## src/rtl/pwm_timebase_pkg.sv

```systemverilog
package pwm_timebase_pkg;

  // Width of the prescale ratio: 2^7 * 14 = 1792 fits in 11 bits.
  localparam int PS_W = 11;

  typedef enum logic [1:0] {
    CM_UP     = 2'b00,
    CM_DOWN   = 2'b01,
    CM_UPDOWN = 2'b10,
    CM_HOLD   = 2'b11
  } cnt_mode_e;

  typedef enum logic [1:0] {
    RC_ONE_MORE = 2'b00,
    RC_AT_ZERO  = 2'b01,
    RC_FREE_ALT = 2'b10,
    RC_FREE     = 2'b11
  } run_ctl_e;

  // Divide ratio = (linear factor) shifted left by the power field.
  function automatic logic [PS_W-1:0] prescale_ratio(input logic [2:0] pow,
                                                     input logic [2:0] lin);
    logic [PS_W-1:0] lin_f;
    lin_f = (lin == 3'd0) ? PS_W'(1) : PS_W'({lin, 1'b0});
    return lin_f << pow;
  endfunction

endpackage

```

## src/rtl/pwm_tb_prescale.sv

```systemverilog
module pwm_tb_prescale
  import pwm_timebase_pkg::*;
(
  input  logic       clk,
  input  logic       rst_n,
  input  logic [2:0] pow,
  input  logic [2:0] lin,
  output logic       tick
);

  logic [PS_W-1:0] div_q;
  logic [PS_W-1:0] last_w;

  assign last_w = prescale_ratio(pow, lin) - PS_W'(1);
  // >= so that a ratio shrink while the divider is past the new end recovers
  assign tick   = (div_q >= last_w);

  always_ff @(posedge clk or negedge rst_n) begin
    if (!rst_n)    div_q <= '0;
    else if (tick) div_q <= '0;
    else           div_q <= div_q + PS_W'(1);
  end

endmodule

```

## src/rtl/pwm_tb_period.sv

```systemverilog
module pwm_tb_period #(
  parameter int CNT_W = 16
) (
  input  logic             clk,
  input  logic             rst_n,
  input  logic             wr_prd,
  input  logic [CNT_W-1:0] wr_val,
  input  logic             imm_load,
  input  logic             zero_load,
  output logic [CNT_W-1:0] prd_active
);

  logic [CNT_W-1:0] shadow_q;
  logic [CNT_W-1:0] active_q;

  always_ff @(posedge clk or negedge rst_n) begin
    if (!rst_n) begin
      shadow_q <= '0;
      active_q <= '0;
    end else begin
      if (wr_prd) shadow_q <= wr_val;
      if (wr_prd && imm_load) active_q <= wr_val;
      else if (zero_load)     active_q <= shadow_q;
    end
  end

  assign prd_active = active_q;

endmodule

```

## src/rtl/pwm_tb_counter.sv

```systemverilog
module pwm_tb_counter
  import pwm_timebase_pkg::*;
#(
  parameter int CNT_W = 16
) (
  input  logic             clk,
  input  logic             rst_n,
  input  logic             tick,
  input  logic             halt,
  input  cnt_mode_e        mode,
  input  run_ctl_e         run,
  input  logic [CNT_W-1:0] prd,
  output logic [CNT_W-1:0] count,
  output logic             step_en
);

  logic [CNT_W-1:0] cnt_q, cnt_n;
  logic             down_q, down_n;
  logic             stepped_q;
  logic             run_ok;
  logic             at_zero, at_top;

  assign at_zero = (cnt_q == '0);
  assign at_top  = (cnt_q >= prd);

  // Halt policy decides whether this tick may advance the counter.
  always_comb begin
    unique case (run)
      RC_ONE_MORE: run_ok = !halt || !stepped_q;
      RC_AT_ZERO:  run_ok = !halt || !at_zero;
      default:     run_ok = 1'b1;
    endcase
  end

  assign step_en = tick && run_ok && (mode != CM_HOLD);

  always_comb begin
    cnt_n  = cnt_q;
    down_n = down_q;
    unique case (mode)
      CM_UP:   cnt_n = at_top ? '0 : cnt_q + CNT_W'(1);
      CM_DOWN: cnt_n = at_zero ? prd : cnt_q - CNT_W'(1);
      CM_UPDOWN: begin
        if (!down_q) begin
          if (at_top) begin
            down_n = 1'b1;
            cnt_n  = at_zero ? '0 : cnt_q - CNT_W'(1);
          end else begin
            cnt_n  = cnt_q + CNT_W'(1);
          end
        end else begin
          if (at_zero) begin
            down_n = 1'b0;
            cnt_n  = at_top ? '0 : CNT_W'(1);
          end else begin
            cnt_n  = cnt_q - CNT_W'(1);
          end
        end
      end
      default: cnt_n = cnt_q;
    endcase
  end

  always_ff @(posedge clk or negedge rst_n) begin
    if (!rst_n) begin
      cnt_q     <= '0;
      down_q    <= 1'b0;
      stepped_q <= 1'b0;
    end else begin
      if (step_en) begin
        cnt_q  <= cnt_n;
        down_q <= down_n;
      end
      if (!halt)        stepped_q <= 1'b0;
      else if (step_en) stepped_q <= 1'b1;
    end
  end

  assign count = cnt_q;

endmodule

```

## src/rtl/pwm_timebase.sv

```systemverilog
module pwm_timebase
  import pwm_timebase_pkg::*;
#(
  parameter int CNT_W = 16
) (
  input  logic             clk,
  input  logic             rst_n,
  input  logic             wr_en,
  input  logic             wr_sel,
  input  logic [CNT_W-1:0] wr_data,
  input  logic             halt,
  output logic [CNT_W-1:0] count,
  output logic             tick,
  output logic             zero_evt,
  output logic             prd_evt
);

  // Control fields, kept as separate registers
  cnt_mode_e        mode_q;
  run_ctl_e         run_q;
  logic             imm_q;
  logic [2:0]       pow_q;
  logic [2:0]       lin_q;

  logic             wr_ctl, wr_prd;
  logic [CNT_W-1:0] prd_active;
  logic             step_en;
  logic             zero_load;
  logic             unused_ctl_bits;

  assign wr_ctl = wr_en && !wr_sel;
  assign wr_prd = wr_en &&  wr_sel;
  assign unused_ctl_bits = ^{wr_data[13], wr_data[6:4], wr_data[2]};

  always_ff @(posedge clk or negedge rst_n) begin
    if (!rst_n) begin
      mode_q <= CM_UP;
      run_q  <= RC_ONE_MORE;
      imm_q  <= 1'b0;
      pow_q  <= '0;
      lin_q  <= '0;
    end else if (wr_ctl) begin
      mode_q <= cnt_mode_e'(wr_data[1:0]);
      imm_q  <= wr_data[3];
      lin_q  <= wr_data[9:7];
      pow_q  <= wr_data[12:10];
      run_q  <= run_ctl_e'(wr_data[15:14]);
    end
  end

  pwm_tb_prescale u_prescale (
    .clk   (clk),
    .rst_n (rst_n),
    .pow   (pow_q),
    .lin   (lin_q),
    .tick  (tick)
  );

  assign zero_load = tick && (count == '0);

  pwm_tb_period #(.CNT_W(CNT_W)) u_period (
    .clk        (clk),
    .rst_n      (rst_n),
    .wr_prd     (wr_prd),
    .wr_val     (wr_data),
    .imm_load   (imm_q),
    .zero_load  (zero_load),
    .prd_active (prd_active)
  );

  pwm_tb_counter #(.CNT_W(CNT_W)) u_counter (
    .clk     (clk),
    .rst_n   (rst_n),
    .tick    (tick),
    .halt    (halt),
    .mode    (mode_q),
    .run     (run_q),
    .prd     (prd_active),
    .count   (count),
    .step_en (step_en)
  );

  assign zero_evt = step_en && (count == '0);
  assign prd_evt  = step_en && (count == prd_active);

endmodule

```

## config.mk

```make
export PLATFORM = sky130hd
export DESIGN_NAME = pwm_timebase
export DESIGN_NICKNAME = d
export VERILOG_FILES = /design/src/rtl/pwm_timebase_pkg.sv /design/src/rtl/pwm_tb_prescale.sv /design/src/rtl/pwm_tb_period.sv /design/src/rtl/pwm_tb_counter.sv /design/src/rtl/pwm_timebase.sv
export SDC_FILE = /design/constraint.sdc
export NUM_CORES = 1
export LEC_CHECK = 0
export BUFFER_PORTS_ARGS = -buffer_cell sky130_fd_sc_hd__buf_2
export CAP_MARGIN = 20
export CELL_PAD_IN_SITES_DETAIL_PLACEMENT = 1
export CELL_PAD_IN_SITES_GLOBAL_PLACEMENT = 1
export CORE_MARGIN = 1.5
export CORE_UTILIZATION = 42
export DETAILED_ROUTE_END_ITERATION = 7
export PLACE_DENSITY = 0.88
export SLEW_MARGIN = 15
export SYNTH_ARGS = -nofsm -noshare
export SYNTH_HDL_FRONTEND = slang
export SYNTH_SLANG_ARGS = --single-unit
```

## constraint.sdc

```tcl
create_clock -name clk -period 4 [get_ports clk]
set_clock_uncertainty 0.2 [all_clocks]
set_input_delay 0.6 -clock clk [delete_from_list [all_inputs] [get_ports clk]]
set_output_delay 0.6 -clock clk [all_outputs]
set_load 0.01 [all_outputs]
```

==> summary.md <==
| Metric | Value |
|---|---|
| Crit Path Max Fanout | 4 |
| Wire per inst | approximately 25 um |
| WP buf/inv | 2 |
| Achievable clock frequency | 0.2206 GHz |
| Number of synthesized flops with an enable pin | 0 |
| Drt first pass iters | 7 |
| Drt drc | 0 |
| Largest net degree at the start of global routing | 33 |
| Number of clock sinks | 72 |
| Power Total | between 4000 and 5000 uW |
| Crit-path max cell delay | approximately 0.45 ns |
| Min-delay worst type | input pin to async pin |
| WS Path Type | flip-flop to output pin |
| Synth Flop Type | dfrtp_1 |
| Rows | slightly above 40 |
| CTS Buffer Depth | 2 |
| Post-synth ARST share | 100.0% |
| Max_cap viols | 0 |
| Dpl hpwl | between 10000 and 15000 um |
| Failing checks | setup timing |
| Via-to-Cell Ratio | between 6 and 7 |
| Vias in the first global route | between 6000 and 7000 |
| Final setup fails | 48 |
| IO Pins | 40 |
| Commonest cells post-synth | dfrtp_1 (72), nand2_1 (54), nor2_1 (48) |
| Die Width | ~120 um |
| Final cell count without fillers | slightly below 900 |
| Clock slew at reported path FFs | 0.07 ns |
| Layout area overhead | 24.51% |
| GPL Wtd Cong | 0.9430 |
| Crit. End Element | output pin |
| Count leader, synth | dfrtp_1 |
| Critical Path Slowest Stage Cell | dfrtp_2 |
| Syn Area/Cell | 8.699 sq um |
| Kind of cell adding the most delay to the critical path | simple AND/OR/NAND/NOR gates |
| Final setup margin | -0.5335 ns |
| Die ar. | about 0.014 sq mm |
| Antenna diodes | 0 |
| Leading area contributor after synthesis | dfrtp_1 |
| P_leak | 0.002923 uW |
| Clock Latency Late Sink | 0.35 ns |
| Final ANT Viol Nets | 0 |
| Root Buffer Master | clkbuf_16 |
| Synthesized flop and latch total | between 70 and 80 |
| Initial core utilization | 43.42% |
| Wire length of the first global-routing pass | ~34000 um |
| Unrepaired setup endpoints after global routing | yes |
| Worst vdd ir | between 0.0003 and 0.0004 V |
| Total grt overflow | 0 |
| Yosys top cell area share | between 30% and 40% |
| Status | finished, violations left |
| Post-Syn Nets | 691 |
| Nets | around 760 |
| Netlist Area Pre-Place | between 0.005 and 0.006 sq mm |
| Share of cells above drive strength 1 | about 29% |
| CP required | ~3.2 ns |
| Post-synthesis sequential area ratio | 32.62% |
| Sum of negative setup slack | -12.02 ns |
| Startpoint Class | flip-flop |
| Worst Tran Pin Value | approximately 0.95 ns |
| Largest cells by area after synthesis | dfrtp_1 (33%), ha_1 (7.9%), mux2_2 (6.3%) |
| Initial antenna violation count | 0 |
| Port bufs | 39 |
| Yosys Warn Count | 0 |
| CTS tree | done |
| Final period util | 113.3% |
| Drt first-iter violations | a little over 500 |
| Placed cells | 849 |
| Min Tclk post-route | around 4.5 ns |
| Max Transition Viols Final | 0 |
| H-tree depth | 3 |
| Routed WL | between 20000 and 25000 um |
| Worst slew margin | between 30% and 40% |
| Pwr Density | about 700 mW/mm^2 |
| Die Ht | 117.7 um |
| Cts bufs inserted | 9 |
| Via count | approximately 5700 |
| Unique masters post-synth | 57 |
| Worst EP arrival | approximately 3.7 ns |
| Cell Chain, Critical Path | or3_4, o21a_1, nor3_2, inv_1, ha_2, or3b_4, a2111oi_4, a31oi_1, a21oi_1, ha_1, a21oi_4, o211ai_1, a2bb2oi_2, nand2_4, nor4_4, buf_2 |
| Final Hold Violating Endpoints | 0 |
| Core Area | between 0.01 and 0.015 sq mm |
| Post-Synthesis Cells | about 640 |
| Total global-route track usage | approximately a third |
## through the flow
step	worst slack (ns)	utilization [%]	area, sq um	hold slack, ns
after floorplan	0.05444	-	5555	0.1044
after global placement	-0.02129	48.17	6128	0.2818
final	-0.5335	54.06	6878	0.07568
after global routing	-0.7062	54.06	6878	0.1170
after CTS	-0.4505	52.33	6658	0.08747
after detailed placement	-0.3792	48.17	6128	0.2917
## registers in the layout, summed over array words and instances (netlist names)
name                 cells
u_counter.count         16
pow_q                    3
mode_q                   2
run_q                    2
lin_q                    3
u_period.shadow_q       16
u_prescale.div_q        11
u_counter.down_q         1
u_counter.stepped_q      1
imm_q                    1
u_period.prd_active     16
## cell type report
type,instances,area [sq um]
fill,1495,5844
multi-input combinational,483,3641
sequential,72,1805
timing repair buffer,106,804.5
clock buffer,10,239.0
tap,172,215.2
inverter,35,131.4
clock inverter,5,41.29
## placed cells by master (no fill, tap or decap), types with 4 or more instances in the layout
master and count:
xnor2_1 21, a31oi_1 4, buf_6 9, mux2_2 31
nand3_1 28, buf_4 54, ha_1 34, o31ai_1 4
o21a_1 8, dfrtp_1 69, clkbuf_16 10, xor2_1 18
nor3_1 13, o211ai_1 15, and3_1 15, nand2_1 52
nor2_1 37, a211oi_1 6, nor2b_1 7, nor2_4 8
o21ai_0 21, buf_2 38, nand2b_1 7, nand4_1 16
mux2i_1 19, o21ai_1 15, inv_1 35, o22ai_1 10
a21oi_1 25
## path summary, 6_finish.rpt
path | start | end | slack, ns | depth (start not counted)
max | lin_q[0] | prd_evt | -0.53 | 16
max in group asynchronous | rst_n | u_prescale.div_q[4] | 2.72 | 2
max reg2reg | lin_q[2] | u_counter.count[8] | -0.40 | 20
min | rst_n | run_q[1] | 0.08 | 1
min reg2reg | imm_q | imm_q | 0.31 | 1
min in group clk | wr_data[6] | u_period.prd_active[6] | 0.28 | 3
## report_power, final
part	total, uW	internal (uW)	switching [uW]	leakage [uW]
registers	1340	928	409	0.000869
clock network	789	439	350	0.000132
logic	2750	1140	1600	0.00192
total	4870	2510	2360	0.00292
## cells by family (layout without fill, tap and decap cells)
| group | count (synthesis) | count (layout) | share of synthesized area [%] |
|---|---|---|---|
| XOR/XNOR | 39 | 39 | 6.184 |
| flip-flops | 72 | 72 | 32.62 |
| buffers and inverters | 80 | 156 | 6.138 |
| adder cells (fa/ha/maj) | 35 | 35 | 7.928 |
| multiplexers | 54 | 54 | 10.58 |
| AND/OR/NAND/NOR | 211 | 211 | 19.07 |
| AO/OA/AOI/OAI | 144 | 144 | 17.49 |
## metal layers
layer	vias to the layer above	part of all wire (%)	global-route usage (%)
li1	2439	-	-
met1	2838	38	38.14
met2	319	49	52.89
met3	124	8.3	6.831
met4	0	5.0	16.01
met5	-	0	0
## timing repair
item	4_1_cts	5_1_grt
gates resized for setup	50	36
cloned	2	1
setup buffers	13	3
pin swaps	6	5
hold buffers	0	0
endpoints found under the setup margin	37	48
No activity file was read; power rests on OpenSTA's default activity.
